<file path="config.mk">
export PLATFORM = sky130hd
export DESIGN_NAME = ovl_irq_seq
export DESIGN_NICKNAME = d
export VERILOG_FILES = /design/src/rtl/ovl_pkg.sv /design/src/rtl/ovl_bus_stage.sv /design/src/rtl/ovl_work_stage.sv /design/src/rtl/ovl_irq_seq.sv
export SDC_FILE = /design/constraint.sdc
export NUM_CORES = 1
export LEC_CHECK = 0
export ABC_AREA = 1
export BUFFER_PORTS_ARGS = -buffer_cell sky130_fd_sc_hd__buf_2
export CAP_MARGIN = 30
export CORE_MARGIN = 3
export CORE_UTILIZATION = 34
export CTS_BUF_LIST = sky130_fd_sc_hd__clkbuf_4 sky130_fd_sc_hd__clkbuf_8
export DETAILED_ROUTE_END_ITERATION = 12
export PLACE_DENSITY_LB_ADDON = 0.3
export SETUP_SLACK_MARGIN = 0.5
export SLEW_MARGIN = 20
export SYNTH_ARGS = -nofsm -noshare
export SYNTH_HDL_FRONTEND = slang
export SYNTH_HIERARCHICAL = 1
export SYNTH_SLANG_ARGS = --single-unit
</file>
<file path="constraint.sdc">
create_clock -name clk -period 4.54 [get_ports clk]
set_clock_uncertainty 0.1 [all_clocks]
set_input_delay 0.454 -clock clk [delete_from_list [all_inputs] [get_ports clk]]
set_output_delay 0.454 -clock clk [all_outputs]
set_load 0.1 [all_outputs]
</file>
<file path="src/rtl/ovl_pkg.sv">
package ovl_pkg;
   typedef enum logic [2:0] {
      BS_FETCH,
      BS_OPND_LO,
      BS_OPND_HI,
      BS_IMPLIED,
      BS_VEC_HI
   } bus_state_t;

   typedef enum logic [2:0] {
      WK_IDLE,
      WK_ACC_LO,
      WK_ACC_HI,
      WK_FLAG_CLR,
      WK_FLAG_SET,
      WK_VEC_LO,
      WK_VEC_HI
   } work_op_t;

   localparam logic [7:0] OPC_LOAD_IMM = 8'hA9;
   localparam logic [7:0] OPC_DIS_CLR  = 8'h58;
   localparam logic [7:0] OPC_DIS_SET  = 8'h78;
endpackage

</file>
<file path="src/rtl/ovl_bus_stage.sv">
module ovl_bus_stage
   import ovl_pkg::*;
#(
   parameter int              AW       = 16,
   parameter int              DW       = 8,
   parameter logic [AW-1:0]   VEC_ADDR = 16'hFFEE
) (
   input  logic          clk,
   input  logic          rst_n,
   input  logic [AW-1:0] reset_addr,
   input  logic          acc_8bit,
   input  logic          irq,
   input  logic          int_dis,
   input  logic [DW-1:0] mem_rdata,
   output logic [AW-1:0] mem_addr,
   output logic          mem_rd,
   output logic [DW-1:0] mdr,
   output work_op_t      work_op
);
   bus_state_t    state_q, state_n;
   logic [AW-1:0] pc_q, pc_n;
   logic [DW-1:0] opc_q, opc_n;
   logic          take_q, take_n;
   logic          test_now;
   logic          take_now;
   work_op_t      work_n;

   assign take_now = irq & ~int_dis;

   always_comb begin
      state_n  = state_q;
      pc_n     = pc_q;
      opc_n    = opc_q;
      take_n   = take_q;
      work_n   = WK_IDLE;
      mem_addr = pc_q;
      mem_rd   = 1'b0;
      test_now = 1'b0;
      unique case (state_q)
         BS_FETCH: begin
            mem_rd = 1'b1;
            if (take_q) begin
               mem_addr = VEC_ADDR;
               work_n   = WK_VEC_LO;
               take_n   = 1'b0;
               state_n  = BS_VEC_HI;
            end else begin
               pc_n    = pc_q + AW'(1);
               opc_n   = mem_rdata;
               state_n = (mem_rdata == DW'(OPC_LOAD_IMM)) ? BS_OPND_LO : BS_IMPLIED;
            end
         end
         BS_OPND_LO: begin
            mem_rd = 1'b1;
            pc_n   = pc_q + AW'(1);
            work_n = WK_ACC_LO;
            if (acc_8bit) begin
               test_now = 1'b1;
               state_n  = BS_FETCH;
            end else begin
               state_n  = BS_OPND_HI;
            end
         end
         BS_OPND_HI: begin
            mem_rd   = 1'b1;
            pc_n     = pc_q + AW'(1);
            work_n   = WK_ACC_HI;
            test_now = 1'b1;
            state_n  = BS_FETCH;
         end
         BS_IMPLIED: begin
            test_now = 1'b1;
            mem_rd   = take_now;
            if (opc_q == DW'(OPC_DIS_CLR))      work_n = WK_FLAG_CLR;
            else if (opc_q == DW'(OPC_DIS_SET)) work_n = WK_FLAG_SET;
            else                                work_n = WK_IDLE;
            state_n  = BS_FETCH;
         end
         BS_VEC_HI: begin
            mem_rd   = 1'b1;
            mem_addr = VEC_ADDR + AW'(1);
            pc_n     = AW'({mem_rdata, mdr});
            work_n   = WK_VEC_HI;
            state_n  = BS_FETCH;
         end
         default: state_n = BS_FETCH;
      endcase
      if (test_now) take_n = take_now;
   end

   always_ff @(posedge clk) begin
      if (!rst_n) begin
         state_q <= BS_FETCH;
         pc_q    <= reset_addr;
         opc_q   <= '0;
         take_q  <= 1'b0;
         mdr     <= '0;
         work_op <= WK_IDLE;
      end else begin
         state_q <= state_n;
         pc_q    <= pc_n;
         opc_q   <= opc_n;
         take_q  <= take_n;
         work_op <= work_n;
         if (mem_rd) mdr <= mem_rdata;
      end
   end


   irq_vector_follows_chk: assert property (@(posedge clk) disable iff (!rst_n)
      (test_now && irq && !int_dis) |=> (mem_rd && mem_addr == VEC_ADDR));


   implied_pc_hold_chk: assert property (@(posedge clk) disable iff (!rst_n)
      (state_q == BS_IMPLIED) |=> (pc_q == $past(pc_q)));


   implied_read_only_before_vec_chk: assert property (@(posedge clk) disable iff (!rst_n)
      (state_q == BS_IMPLIED && mem_rd) |=> (mem_addr == VEC_ADDR));


   masked_irq_no_vec_chk: assert property (@(posedge clk) disable iff (!rst_n)
      (test_now && int_dis) |=> (state_q == BS_FETCH && mem_addr != VEC_ADDR || pc_q == VEC_ADDR));
endmodule

</file>
<file path="src/rtl/ovl_work_stage.sv">
module ovl_work_stage
   import ovl_pkg::*;
#(
   parameter int AW = 16,
   parameter int DW = 8
) (
   input  logic            clk,
   input  logic            rst_n,
   input  work_op_t        work_op,
   input  logic [DW-1:0]   mdr,
   output logic [2*DW-1:0] acc,
   output logic            int_dis,
   output logic            vec_valid,
   output logic [AW-1:0]   vector
);
   logic [DW-1:0] vec_lo_q;

   always_ff @(posedge clk) begin
      if (!rst_n) begin
         acc      <= '0;
         int_dis  <= 1'b1;
         vec_lo_q <= '0;
      end else begin
         unique case (work_op)
            WK_ACC_LO:   acc[DW-1:0]    <= mdr;
            WK_ACC_HI:   acc[2*DW-1:DW] <= mdr;
            WK_FLAG_CLR: int_dis        <= 1'b0;
            WK_FLAG_SET: int_dis        <= 1'b1;
            WK_VEC_LO: begin
               vec_lo_q <= mdr;
               int_dis  <= 1'b1;
            end
            default: ;
         endcase
      end
   end

   assign vec_valid = (work_op == WK_VEC_HI);
   assign vector    = AW'({mdr, vec_lo_q});


   vec_sets_flag_chk: assert property (@(posedge clk) disable iff (!rst_n)
      vec_valid |-> int_dis);


   vec_strobe_single_chk: assert property (@(posedge clk) disable iff (!rst_n)
      vec_valid |=> !vec_valid);


   acc_lo_lag_chk: assert property (@(posedge clk) disable iff (!rst_n)
      (work_op == WK_ACC_LO) |=> (acc[DW-1:0] == $past(mdr)));
endmodule

</file>
<file path="src/rtl/ovl_irq_seq.sv">
module ovl_irq_seq
   import ovl_pkg::*;
#(
   parameter int            AW       = 16,
   parameter int            DW       = 8,
   parameter logic [AW-1:0] VEC_ADDR = 16'hFFEE
) (
   input  logic            clk,
   input  logic            rst_n,
   input  logic [AW-1:0]   reset_addr,
   input  logic            acc_8bit,
   input  logic            irq,
   input  logic [DW-1:0]   mem_rdata,
   output logic [AW-1:0]   mem_addr,
   output logic            mem_rd,
   output logic [2*DW-1:0] acc,
   output logic            int_dis,
   output logic            vec_valid,
   output logic [AW-1:0]   vector
);
   localparam int VEC_SPAN = 2 * DW;

   generate
      if (DW < 8) begin : g_dw_chk
         $error("DW must be at least 8 to hold an opcode");
      end
      if (AW < 2 || AW > VEC_SPAN) begin : g_aw_chk
         $error("AW must lie between 2 and twice DW");
      end
   endgenerate

   logic [DW-1:0] mdr;
   work_op_t      work_op;

   ovl_bus_stage #(.AW(AW), .DW(DW), .VEC_ADDR(VEC_ADDR)) bus_i (
      .clk        (clk),
      .rst_n      (rst_n),
      .reset_addr (reset_addr),
      .acc_8bit   (acc_8bit),
      .irq        (irq),
      .int_dis    (int_dis),
      .mem_rdata  (mem_rdata),
      .mem_addr   (mem_addr),
      .mem_rd     (mem_rd),
      .mdr        (mdr),
      .work_op    (work_op)
   );

   ovl_work_stage #(.AW(AW), .DW(DW)) work_i (
      .clk       (clk),
      .rst_n     (rst_n),
      .work_op   (work_op),
      .mdr       (mdr),
      .acc       (acc),
      .int_dis   (int_dis),
      .vec_valid (vec_valid),
      .vector    (vector)
   );


   vec_after_two_reads_chk: assert property (@(posedge clk) disable iff (!rst_n)
      vec_valid |-> ($past(mem_rd) && $past(mem_addr) == VEC_ADDR + AW'(1)));


   vec_fetch_target_chk: assert property (@(posedge clk) disable iff (!rst_n)
      vec_valid |-> (mem_rd && mem_addr == vector));
endmodule

</file>
==> impl_metrics.tcl <==
set metrics [dict create \
    wl_um 9524 \
    holdCritPathClass "input pin to register" \
    track_usage 0.1708 \
    routed_via_density 4.669 \
    drv_cap 0 \
    start_kind "register" \
    synth.avg_cell_area_um2 6.790 \
    coreArea_um2 9910 \
    cts_resized 0 \
    tightest_slew_ns 0.6123 \
    overflow 0 \
    rsz0062_at_grt "no" \
    maxSlewViolCount 0 \
    worstSetupEndpointType "output port" \
    grtUsageMet1 0.2346 \
    power.density_nw_per_um2 430.3 \
    hold_viol 0 \
    synthCells 518 \
    clock_latency_ns 0.34 \
    power.total_mw 1.753 \
    clock-sinks 64 \
    gp_congestion 0.8451 \
    antenna_found_initial 0 \
    grt_util_met2 0.2575 \
    cts_buffers 9 \
    rr_endpoint "bus_i/pc_q[10]" \
    area_delta_synth_final_pct 15.83 \
    drc_errors 0 \
    max_slew_margin 0.5905 \
    fin_crit_ns 2.821 \
    hpwlAfterDp_um 6897 \
    via_count 3366 \
    status "finished, final reports clean" \
    dieArea_um2 11600 \
    cp_max_fo 11 \
    ant_nets 0 \
    place_area_um2 3902 \
    cts_tree "yes" \
    synth_ff_type "dfxtp_1" \
    fin_ws_ns 1.719 \
    drive_gt1_frac 0.2075 \
    root_buffer "clkbuf_8" \
    post_cts_buffers 0 \
    first_pass_iters 5 \
    start_util 0.3549 \
    clock_path_buffers 2 \
    crit_required_ns 3.99 \
    io_pins 79 \
    vdd_drop_max_mv 0.1446 \
    period_share 0.6213 \
    synthArstFlopShare 0 \
    synth_seq_cells 64 \
    grt_pass1_vias 3175 \
    top_usage_layer "met2" \
    reg2reg_setup_slack_ns 2.61 \
    seq_area_frac_synth 0.4098 \
    post-place-ws_ns 2.050 \
    grt_max_degree 37 \
    p_leak_nw 2.166 \
    htree_levels 3 \
    cts.reportedPaths.clkPinSlew_ns 0.08 \
    max_freq_mhz 354.5 \
    use_met3 0.04319 \
    reg2reg_depth 8 \
    synth_edf_count 16 \
    setup.worst_path.class "register to output port" \
    grt_pass1_wl_um 15590 \
    portBuffers 78 \
    final_util 0.4111 \
    final_nets 613 \
    drtIter0Drc 254 \
    die-height_um 107.7 \
    synth_nets 547 \
    worstSetupEndpoint "mem_addr[3]" \
    r2r-start "bus_i/pc_q[1]" \
    startpoint "bus_i/state_q[1]" \
    ys_warn_count 6 \
    setup_tns_ns 0 \
    synth_area_um2 3517 \
    num_rows 36 \
    num_antenna_cells 0 \
    setup_viol 0 \
    fp.dieW_um 107.7 \
    arrival_ns 2.27 \
    final_area_um2 4074 \
    yosysUniqueCellTypes 33 \
    routedWlPerCell_um 13.21 \
    hold_buffers 0 \
]
[cells in the mapped netlist, types with 3 or more instances]
cell	count	share of area
buf_6	6	0.019
inv_2	6	0.0064
nand4_1	5	0.0089
nand3_1	34	0.048
nor2_1	103	0.11
a21oi_1	17	0.024
nand2_1	131	0.14
clkbuf_1	6	0.0064
nand3_4	3	0.015
or2_2	4	0.0071
edfxtp_1	16	0.14
o21ai_0	28	0.040
buf_4	9	0.019
nand2_2	5	0.0089
inv_1	72	0.077
dfxtp_1	48	0.27
buf_2	3	0.0043
a31oi_1	4	0.0071
[critical path, stage by stage (launching register included)]
cell and delay [ns]:
dfxtp_1 0.37, nor2_4 0.20, inv_2 0.09, a21oi_1 0.40
inv_1 0.32, nand2_1 0.13, buf_2 0.43
[worst min path at each step]
| stage | slack [ns] | from | cells after the start | end |
|---|---|---|---|---|
| after floorplan | 0.33 | bus_i/opc_q[7] | 2 | bus_i/opc_q[7] |
| after global placement | 0.35 | bus_i/opc_q[3] | 2 | bus_i/opc_q[3] |
| after detailed placement | 0.35 | bus_i/opc_q[7] | 2 | bus_i/opc_q[7] |
| after CTS | 0.26 | reset_addr[9] | 3 | bus_i/pc_q[9] |
| after global routing | 0.27 | reset_addr[9] | 3 | bus_i/pc_q[9] |
| final | 0.28 | reset_addr[10] | 3 | bus_i/pc_q[10] |
[sequential cells by signal, indices dropped and copies added, names as in the netlist]
name             flops
bus_i/pc_q          16
bus_i/opc_q          8
bus_i/take_q         1
work_i/vec_lo_q      8
bus_i/state_q        3
work_i/acc          16
bus_i/work_op        3
work_i/int_dis       1
bus_i/mdr            8
[power by group]
part | internal [mW] | switching (mW)
clock | 0.222 | 0.224
combinational | 0.113 | 0.487
sequential | 0.646 | 0.0599
[per-stage QoR]
stage | hold WS (ns) | std cells
after global routing | 0.2741 | 721
after global placement | 0.3471 | 706
final | 0.2763 | 721
after detailed placement | 0.3463 | 706
after CTS | 0.2637 | 721
after floorplan | 0.3297 | 518
[cell families after synthesis]
kind of cell               share of synthesized area
and+or+nand+nor                               0.3693
buffers and inverters                         0.1362
DFF                                           0.4098
AOI/OAI and AO/OA                            0.07862
xor gates and xnor gates                    0.002491
adders and majority gates                   0.003557
[cell usage in the layout (no fill, tap or decap), types with 4 or more instances in the layout]
cell / Yosys / routed
buf_2: 3 / 78
a31oi_1: 4 / 4
inv_1: 72 / 72
nand2_2: 5 / 5
nand4_1: 5 / 5
clkbuf_8: 1 / 10
dfxtp_1: 48 / 48
edfxtp_1: 16 / 16
nand3_1: 34 / 34
inv_2: 6 / 6
a21oi_1: 17 / 17
o21ai_0: 28 / 28
or2_2: 4 / 4
nor2_1: 103 / 103
nand2_1: 131 / 131
[metal layers]
layer  wire length (um)  part of all wire
met2               4214              0.44
met1               4429              0.47
met5                  0                 0
met3                700             0.073
met4                179             0.019
[layout make-up]
cell class	instances	area (um2)
Fill cell	1074	5836
Multi-Input combinational cell	351	1597
Sequential cell	64	1441
Timing Repair Buffer	80	405.4
Inverter	78	292.8
Tap cell	133	166.4
Clock buffer	12	152.6
Clock inverter	3	18.77
(Power assumes the default switching activity.)
